--- config.mk ---
export PLATFORM = sky130hd
export DESIGN_NAME = sreg_writer
export DESIGN_NICKNAME = d
export VERILOG_FILES = /design/src/rtl/sreg_pkg.sv /design/src/rtl/sreg_half_timer.sv /design/src/rtl/sreg_sequencer.sv /design/src/rtl/sreg_shifter.sv /design/src/rtl/sreg_writer.sv
export SDC_FILE = /design/constraint.sdc
export NUM_CORES = 1
export LEC_CHECK = 0
export BUFFER_PORTS_ARGS = -buffer_cell sky130_fd_sc_hd__buf_2
export CORE_UTILIZATION = 40
export CTS_BUF_LIST = sky130_fd_sc_hd__clkbuf_16
export DETAILED_ROUTE_END_ITERATION = 12
export HOLD_SLACK_MARGIN = 0.15
export PLACE_DENSITY = 0.62
export SYNTH_ARGS = -nofsm -noshare
export SYNTH_HDL_FRONTEND = slang
export SYNTH_HIERARCHICAL = 1
export SYNTH_SLANG_ARGS = --single-unit
--- constraint.sdc ---
create_clock -name clk -period 2.35 [get_ports clk]
set_input_delay 0.3525 -clock clk [delete_from_list [all_inputs] [get_ports clk]]
set_output_delay 0.3525 -clock clk [all_outputs]
set_load 0.005 [all_outputs]
--- src/rtl/sreg_pkg.sv ---
package sreg_pkg;

  typedef enum logic [1:0] {
    PH_IDLE   = 2'd0,
    PH_SHIFT  = 2'd1,
    PH_COMMIT = 2'd2
  } phase_e;

  // serial half periods spent with the commit line high
  localparam int unsigned COMMIT_HALVES = 2;

  // half periods in one whole transfer: two per bit plus the commit
  function automatic int unsigned total_halves(int unsigned word_w);
    return 2 * word_w + COMMIT_HALVES;
  endfunction

  // system cycles in one serial half period for a divider setting
  function automatic int unsigned half_cycles(int unsigned div);
    return div + 1;
  endfunction

endpackage

--- src/rtl/sreg_half_timer.sv ---
module sreg_half_timer #(
  parameter int DIV_W = 8
) (
  input  logic             clk,
  input  logic             rst_n,
  input  logic             restart,
  input  logic             run,
  input  logic [DIV_W-1:0] div,
  output logic             half_end
);

  logic [DIV_W-1:0] cnt_q;

  assign half_end = run && (cnt_q == div);

  always_ff @(posedge clk or negedge rst_n) begin
    if (!rst_n)
      cnt_q <= '0;
    else if (restart || half_end)
      cnt_q <= '0;
    else if (run)
      cnt_q <= cnt_q + 1'b1;
  end

  // the counter never passes the captured limit
  a_r3_cnt_bound: assert property (@(posedge clk) disable iff (!rst_n)
    run |-> (cnt_q <= div));

endmodule

--- src/rtl/sreg_sequencer.sv ---
module sreg_sequencer
  import sreg_pkg::*;
#(
  parameter int WORD_W = 16,
  parameter int HIDX_W = 6
) (
  input  logic              clk,
  input  logic              rst_n,
  input  logic              start,
  input  logic              half_end,
  output logic              busy,
  output logic              done,
  output logic [HIDX_W-1:0] half_idx,
  output phase_e            phase
);

  localparam int unsigned TOTAL = total_halves(WORD_W);
  localparam logic [HIDX_W-1:0] LAST      = HIDX_W'(TOTAL - 1);
  localparam logic [HIDX_W-1:0] SHIFT_END = HIDX_W'(2 * WORD_W);

  logic              busy_q, done_q;
  logic [HIDX_W-1:0] h_q;
  logic              last_half;

  assign last_half = busy_q && half_end && (h_q == LAST);

  always_ff @(posedge clk or negedge rst_n) begin
    if (!rst_n) begin
      busy_q <= 1'b0;
      done_q <= 1'b0;
      h_q    <= '0;
    end else begin
      done_q <= 1'b0;
      if (start) begin
        busy_q <= 1'b1;
        h_q    <= '0;
      end else if (last_half) begin
        busy_q <= 1'b0;
        done_q <= 1'b1;
        h_q    <= '0;
      end else if (busy_q && half_end) begin
        h_q <= h_q + 1'b1;
      end
    end
  end

  always_comb begin
    if (!busy_q)
      phase = PH_IDLE;
    else if (h_q < SHIFT_END)
      phase = PH_SHIFT;
    else
      phase = PH_COMMIT;
  end

  assign busy     = busy_q;
  assign done     = done_q;
  assign half_idx = h_q;

  // done follows the cycle in which the transfer ended
  a_r7_done_after_end: assert property (@(posedge clk) disable iff (!rst_n)
    done |-> ($past(busy) && !busy));

  // the half index stays within one transfer
  a_r6_idx_bound: assert property (@(posedge clk) disable iff (!rst_n)
    busy |-> (half_idx <= LAST));

endmodule

--- src/rtl/sreg_shifter.sv ---
module sreg_shifter
  import sreg_pkg::*;
#(
  parameter int WORD_W = 16,
  parameter int HIDX_W = 6
) (
  input  logic              clk,
  input  logic              rst_n,
  input  logic              load,
  input  logic [WORD_W-1:0] word_in,
  input  logic [HIDX_W-1:0] half_idx,
  input  phase_e            phase,
  output logic              ser_clk,
  output logic              ser_data,
  output logic              ser_en
);

  logic [WORD_W-1:0] word_q;
  logic [WORD_W-1:0] aligned;

  // bit to present during a half: word shifted left by the bit number
  function automatic logic [WORD_W-1:0] align_bit(
    input logic [WORD_W-1:0] w, input logic [HIDX_W-1:0] h);
    return w << h[HIDX_W-1:1];
  endfunction

  always_ff @(posedge clk or negedge rst_n) begin
    if (!rst_n)
      word_q <= '0;
    else if (load)
      word_q <= word_in;
  end

  assign aligned  = align_bit(word_q, half_idx);
  assign ser_data = (phase == PH_SHIFT) && aligned[WORD_W-1];
  assign ser_clk  = (phase == PH_SHIFT) && half_idx[0];
  assign ser_en   = (phase == PH_COMMIT);

  // the word in flight is frozen until the transfer is over
  a_r5_word_held: assert property (@(posedge clk) disable iff (!rst_n)
    ((phase != PH_IDLE) && $past(phase != PH_IDLE)) |-> $stable(word_q));

  // no serial clock edge while committing
  a_r4_no_clk_in_commit: assert property (@(posedge clk) disable iff (!rst_n)
    ser_en |-> !ser_clk);

  // data holds while the serial clock stays high
  a_r2_data_stable: assert property (@(posedge clk) disable iff (!rst_n)
    (ser_clk && $past(ser_clk)) |-> $stable(ser_data));

endmodule

--- src/rtl/sreg_writer.sv ---
module sreg_writer
  import sreg_pkg::*;
#(
  parameter int ADDR_W = 4,
  parameter int DATA_W = 12,
  parameter int DIV_W  = 8
) (
  input  logic              clk,
  input  logic              rst_n,
  input  logic              req_valid,
  input  logic [ADDR_W-1:0] req_addr,
  input  logic [DATA_W-1:0] req_data,
  input  logic [DIV_W-1:0]  div_half,
  output logic              busy,
  output logic              done,
  output logic              ser_clk,
  output logic              ser_data,
  output logic              ser_en
);

  localparam int WORD_W = ADDR_W + DATA_W;
  localparam int HIDX_W = $clog2(total_halves(WORD_W));

  logic              accept;
  logic              half_end;
  logic [DIV_W-1:0]  div_q;
  logic [HIDX_W-1:0] half_idx;
  phase_e            phase;

  assign accept = req_valid && !busy;

  always_ff @(posedge clk or negedge rst_n) begin
    if (!rst_n)
      div_q <= '0;
    else if (accept)
      div_q <= div_half;
  end

  sreg_half_timer #(.DIV_W(DIV_W)) u_timer (
    .clk      (clk),
    .rst_n    (rst_n),
    .restart  (accept),
    .run      (busy),
    .div      (div_q),
    .half_end (half_end)
  );

  sreg_sequencer #(.WORD_W(WORD_W), .HIDX_W(HIDX_W)) u_seq (
    .clk      (clk),
    .rst_n    (rst_n),
    .start    (accept),
    .half_end (half_end),
    .busy     (busy),
    .done     (done),
    .half_idx (half_idx),
    .phase    (phase)
  );

  sreg_shifter #(.WORD_W(WORD_W), .HIDX_W(HIDX_W)) u_shift (
    .clk      (clk),
    .rst_n    (rst_n),
    .load     (accept),
    .word_in  ({req_addr, req_data}),
    .half_idx (half_idx),
    .phase    (phase),
    .ser_clk  (ser_clk),
    .ser_data (ser_data),
    .ser_en   (ser_en)
  );

  // idle link is quiet
  a_r8_idle_quiet: assert property (@(posedge clk) disable iff (!rst_n)
    !busy |-> (!ser_clk && !ser_en && !ser_data));

  // commit only inside the busy window
  a_r6_en_in_busy: assert property (@(posedge clk) disable iff (!rst_n)
    ser_en |-> busy);

  // done coincides with the fall of the commit line
  a_r7_done_on_en_fall: assert property (@(posedge clk) disable iff (!rst_n)
    done |-> ($past(ser_en) && !ser_en));

  // a request taken while idle raises busy on the next cycle
  a_r6_busy_rise: assert property (@(posedge clk) disable iff (!rst_n)
    (req_valid && !busy) |=> busy);

endmodule

==> flow_metrics.tcl, run 1 <==
set metrics [dict create \
    run_status "finished, final reports clean" \
    num-nets-final 231 \
    max_slew_margin 0.411 \
    die-height_um 73.6 \
    multi_input_combinational_cell_area_um2 1000 \
    clk_root_buffer_cell "clkbuf_16" \
    synth_async_sr_flop_share 1.00 \
    clock_latency_ns 0.27 \
    post-route-drc-count 0 \
    final_count_of_negative_setup_slack_endpoints 0 \
    hold_viol_final 0 \
    viasPerCell 5.17 \
    p_per_area_mw_per_mm2 1090 \
    crit_path_dat_ns 1.92 \
    final.setup_skew_ns 0.00317 \
    yosysUniqueCellTypes 43 \
    ys.warnings.count 6 \
    ys_seq_elements 40 \
    r2r.worst_path.cells 6 \
    grt_start_max_net_pins 41 \
    crit_path_start "u_seq/half_idx[1]$_DFFE_PN0P_" \
    hpwl_mm 2.84 \
    detail_route.wirelength_mm 3.89 \
    grt_overflow 0 \
    clkSinkCount 40 \
    drt_iter0_drc 52 \
    floorplan.die.width_um 73.6 \
    hold_class "in -> async" \
    synth_edf_count 0 \
    maxCapViolations 0 \
    timing.setup.critical_path_class "reg -> out" \
    seqCellArea_mm2 0.00100 \
    layout.filler_cells 483 \
    setup.reg_to_reg.worst_slack_ns 0.43 \
    numCtsBuffers 5 \
    final.min_clock_period_ns 2.27 \
    placedInstanceArea_mm2 0.00228 \
    post_cts_repair_timing_setup_buffer_count 0 \
    cts.path.max_buffers 2 \
    antennaDiodeCount 0 \
    grt_antenna_before_repair 0 \
    synthesis.nets 194 \
    combined_area_of_all_synthesized_cells_mm2 0.00205 \
    maximum_achievable_frequency_mhz 441 \
    ports_placed_on_the_boundary 32 \
    worst_setup_hold_path_clk_slew_ns 0.05 \
    area_grow_syn2layout_pct 18.3 \
    drive_above_1_share 0.391 \
    worst_slew_pin_slew_ns 0.884 \
    number_of_standard_cells_after_synthesis 164 \
    finalSetupTns_ns 0 \
    vias 1391 \
    finalCritPeriodShare 0.965 \
    placement.io_buffers 31 \
    static-leakage-power_nw 1.06 \
    site_rows 25 \
    timing.rr.end "u_seq/busy$_DFFE_PN0P_" \
    grt_pass1_wl_mm 6.65 \
    fin_hold_ws_ns 0.199 \
    timing.critical_path.from_type "register" \
    crit_path_max_fanout 3 \
    final_design_area_no_fill_mm2 0.00243 \
    place_inst 261 \
    clock_tree.htree_level_count 2 \
    max-vdd-ir-drop_uv 455 \
    rsz0062_at_grt "false" \
    synth-seq-area-share 0.488 \
    drt-pass1-iter-count 4 \
    synth_area_per_cell_um2 12.5 \
    tritoncts_clock_tree "built" \
    cp-end-kind "output port" \
    start_util 0.426 \
    routabilityCongestion 0.785 \
    setup.worst_path.end "ser_data" \
    drv_slew 0 \
    worstPathRequired_ns 2.00 \
    track_usage 0.167 \
    area_of_the_die_mm2 0.00542 \
    r2r-start "u_timer/cnt_q[2]$_DFFE_PN0P_" \
    finalNonFillerCells 269 \
    grt_pass1_vias 1439 \
    wire_per_inst_um 14.5 \
    antenna_violating_nets_post_route 0 \
    core-area_mm2 0.00482 \
    synth_top_flop_cell "dfrtp_1" \
]
cells in the final DEF, fill, tap and decap left out, drive strengths merged, types with 2 or more instances in the layout:
cell type,instances
mux2,25
ha,3
and3b,2
xor2,5
nor3,11
dfrtp,40
nor2b,4
mux4,2
clkbuf,5
nand4,4
or2,2
a21oi,5
o21ai,5
nor2,3
mux2i,5
clkinv,3
inv,3
xnor2,11
nand2,9
buf,36
nand3,6
or3,2
flip-flops by register name, summed over array words and instances (netlist names):
register and cells:
div_q 8, u_seq/busy 1, u_seq/done 1, u_seq/half_idx 6, u_shift/word_q 16, u_timer/cnt_q 8
power breakdown:
part	switching [mW]	leakage (nW)	total, mW	internal (mW)
clock network	0.243	0.0710	0.628	0.385
registers	0.241	0.489	1.21	0.972
logic	0.299	0.500	0.795	0.497
total	0.783	1.06	2.64	1.85
critical path, cell delays in order (launching register included):
cell	delay, ns
dfrtp_1	0.41
mux4_2	0.33
o22ai_1	0.07
a311o_1	0.30
a2111oi_2	0.36
buf_2	0.17
how the worst min path moves through the flow:
stage	end
floorplan	div_q[0]$_DFFE_PN0P_
global placement	u_shift/word_q[5]$_DFFE_PN0P_
detailed placement	u_shift/word_q[9]$_DFFE_PN0P_
CTS	div_q[0]$_DFFE_PN0P_
global route	div_q[0]$_DFFE_PN0P_
finish	div_q[0]$_DFFE_PN0P_
through the flow:
step,power [mW],setup slack (ns),utilization
2_1_floorplan,1.81,0.365,-
3_3_place_gp,1.99,0.339,0.474
3_5_place_dp,2.03,0.325,0.474
4_1_cts,2.68,0.00967,0.503
5_1_grt,2.82,0.000649,0.504
6_report,2.64,0.0814,0.504
cell usage after synthesis, types with 2 or more instances:
library cell / count / share of area
a21oi_1: 4 / 0.0098
and3b_1: 2 / 0.0085
buf_1: 2 / 0.0037
dfrtp_1: 40 / 0.49
ha_1: 3 / 0.018
inv_1: 3 / 0.0055
mux2_2: 17 / 0.093
mux2_4: 8 / 0.059
mux2i_1: 5 / 0.024
nand2_1: 9 / 0.016
nand3_1: 6 / 0.015
nand4_1: 3 / 0.0091
nor2_1: 3 / 0.0055
nor2b_1: 3 / 0.0091
nor3_1: 8 / 0.020
nor3_2: 2 / 0.0098
o21ai_0: 5 / 0.012
or3_1: 2 / 0.0061
xnor2_1: 11 / 0.047
xor2_1: 5 / 0.021
timing repair:
item | in CTS | in global routing
setup endpoints to repair | 0 | 1
hold buffers | 0 | 0
gates resized for setup | 0 | 2
routing by layer:
| metal | global-route usage | part of all wire |
|---|---|---|
| met3 | 0.0412 | 0.036 |
| met1 | 0.188 | 0.42 |
| met2 | 0.297 | 0.53 |
| met5 | 0 | 0 |
| met4 | 0.0769 | 0.013 |
logic make-up (layout without fill, tap and decap cells):
family | after synthesis | after routing | synth area share
multiplexers | 32 | 32 | 0.200
XOR/XNOR | 16 | 16 | 0.0682
AO/OA/AOI/OAI | 16 | 16 | 0.0530
flip-flops | 40 | 40 | 0.488
buffers and inverters | 9 | 47 | 0.0286
AND/OR/NAND/NOR | 48 | 48 | 0.144
adder cells (fa/ha/maj) | 3 | 3 | 0.0183
layout make-up:
| type | count | area share |
|---|---|---|
| Inverter | 3 | 0.00464 |
| Clock buffer | 5 | 0.0515 |
| Multi-Input combinational cell | 115 | 0.412 |
| Clock inverter | 3 | 0.00567 |
| Sequential cell | 40 | 0.413 |
| Timing Repair Buffer | 36 | 0.0793 |
| Tap cell | 67 | 0.0345 |
Power figures use the tool's default switching activity.
==> inputs of run 2 (changes only) <==
- CTS_BUF_LIST: sky130_fd_sc_hd__clkbuf_16 -> sky130_fd_sc_hd__clkbuf_8
==> flow_metrics.tcl, run 2 (synthesis results as in run 1) <==
set metrics [dict create \
    fin_hold_ws_ns 0.183 \
    maximum_achievable_frequency_mhz 445 \
    hold_viol_final 0 \
    hpwl_mm 2.84 \
    finalSetupTns_ns 0 \
    placement.setup.worst_slack_ns 0.325 \
    run_status "finished, final reports clean" \
    site_rows 25 \
    timing.setup.critical_path_class "reg -> out" \
    crit_path_dat_ns 1.89 \
    setup_slack_ns 0.104 \
    post_cts_hold_buffer_count 0 \
    multi_input_combinational_cell_area_um2 1000 \
    layout.filler_cells 478 \
    detail_route.wirelength_mm 3.94 \
    r2r.worst_path.cells 6 \
    final.min_clock_period_ns 2.25 \
    grt_start_max_net_pins 41 \
    cp.depth 6 \
    viasPerCell 5.23 \
    final.setup_skew_ns 0.00314 \
    tritoncts_clock_tree "built" \
    final_count_of_negative_setup_slack_endpoints 0 \
    hold_class "in -> async" \
    reg_top3 "u_shift/word_q (16), div_q (8), u_timer/cnt_q (8)" \
    placement.io_buffers 31 \
    drive_above_1_share 0.399 \
    path_delay_family "compound AO/OA/AOI/OAI gates" \
    grt_pass1_vias 1448 \
    max_slew_margin 0.418 \
    post-route-drc-count 0 \
    num-nets-final 232 \
    static-leakage-power_nw 1.05 \
    worst_setup_hold_path_clk_slew_ns 0.07 \
    cts.path.max_buffers 2 \
    clkSinkCount 40 \
    final_design_area_no_fill_mm2 0.00239 \
    largest_register_ff_count 16 \
    clock_tree.htree_level_count 2 \
    grt_overflow 0 \
    final_core_util 0.496 \
    area_grow_syn2layout_pct 16.4 \
    p_per_area_mw_per_mm2 1040 \
    drt-pass1-iter-count 4 \
    regMostFlops "u_shift/word_q" \
    critical_path.n_buffers_inverters 2 \
    antenna_violating_nets_post_route 0 \
    seqCellArea_mm2 0.00100 \
    track_usage 0.164 \
    grt_pass1_wl_mm 6.64 \
    place_inst 261 \
    finalNonFillerCells 270 \
    worst_slew_pin_slew_ns 0.873 \
    routabilityCongestion 0.785 \
    clock_latency_ns 0.28 \
    drv_slew 0 \
    placedInstanceArea_mm2 0.00228 \
    drt_iter0_drc 61 \
    timing.critical_path.from_type "register" \
    area_of_the_die_mm2 0.00542 \
    rsz0062_at_grt "false" \
    grt_antenna_before_repair 0 \
    antennaDiodeCount 0 \
    worst_path_max_delay_cell "dfrtp_1" \
    crit_path_max_fanout 3 \
    path_cells "buf_4 > mux2_2 > o22ai_1 > a311o_1 > a2111oi_2 > buf_2" \
    finalCritPeriodShare 0.956 \
    wire_per_inst_um 14.6 \
    maxCapViolations 0 \
    layout.cells.most_common_list "39 x dfrtp_1, 31 x buf_2, 17 x mux2_2" \
    ports_placed_on_the_boundary 32 \
    layout_commonest_cell "dfrtp_1" \
    floorplan.die.width_um 73.6 \
    start_util 0.426 \
    max-vdd-ir-drop_uv 522 \
    clk_root_buffer_cell "clkbuf_8" \
    die-height_um 73.6 \
    max_stage_delay_ns 0.41 \
    worstPathRequired_ns 2.00 \
    core-area_mm2 0.00482 \
    cp-end-kind "output port" \
    vias 1411 \
    fin_total_pwr_mw 2.48 \
    numCtsBuffers 5 \
]
[run 2: changes by cell type in the layout (fill, tap and decap cells not counted), sizes merged]
cell	change
buf	+1
clkbuf	+1
clkinv	-1
[run 2: power breakdown]
part           switching [mW]  internal [mW]  total [mW]
sequential              0.242          0.970        1.21
combinational           0.306          0.501       0.807
clock                   0.225          0.234       0.459
total                   0.773           1.71        2.48
[run 2: worst paths after layout]
kind	from	endpoint	slack (ns)
worst min register to register	u_shift/word_q[9]$_DFFE_PN0P_	u_shift/word_q[9]$_DFFE_PN0P_	0.51
worst max-delay path	u_seq/half_idx[1]$_DFFE_PN0P_	ser_data	0.10
worst max register to register	u_timer/cnt_q[2]$_DFFE_PN0P_	u_seq/busy$_DFFE_PN0P_	0.42
worst min-delay path	rst_n	div_q[0]$_DFFE_PN0P_	0.18
min in group clk	req_data[0]	u_shift/word_q[0]$_DFFE_PN0P_	0.29
max in group asynchronous	rst_n	u_seq/half_idx[3]$_DFFE_PN0P_	1.57
[run 2: timing repair]
item,4_1_cts,5_1_grt
endpoints found under the setup margin,1,1
pin swaps,1,1
setup buffers,0,1
gates resized for setup,1,1
[run 2: layer usage]
metal / up-vias / GRT usage / wire, µm
met5: - / 0 / 0
met4: 0 / 0.0577 / 25
met3: 4 / 0.0412 / 150
met2: 30 / 0.290 / 2080
met1: 716 / 0.192 / 1680
li1: 661 / - / -
[run 2: worst reg2reg max path, delay by kind of cell, from the launching register on]
| kind | cells | cell delay (ns) |
|---|---|---|
| AOI/OAI and AO/OA | 1 | 0.18 |
| xor gates and xnor gates | 1 | 0.16 |
| DFF | 1 | 0.46 |
| and+or+nand+nor | 4 | 1.03 |
[run 2: layout make-up]
class / count / area share
clock buffers: 6 / 0.0346
clock inverters: 2 / 0.00419
inverters: 3 / 0.00471
multi-input cells: 115 / 0.418
flip-flops and latches: 40 / 0.419
well taps: 67 / 0.0351
repair buffers: 37 / 0.0838
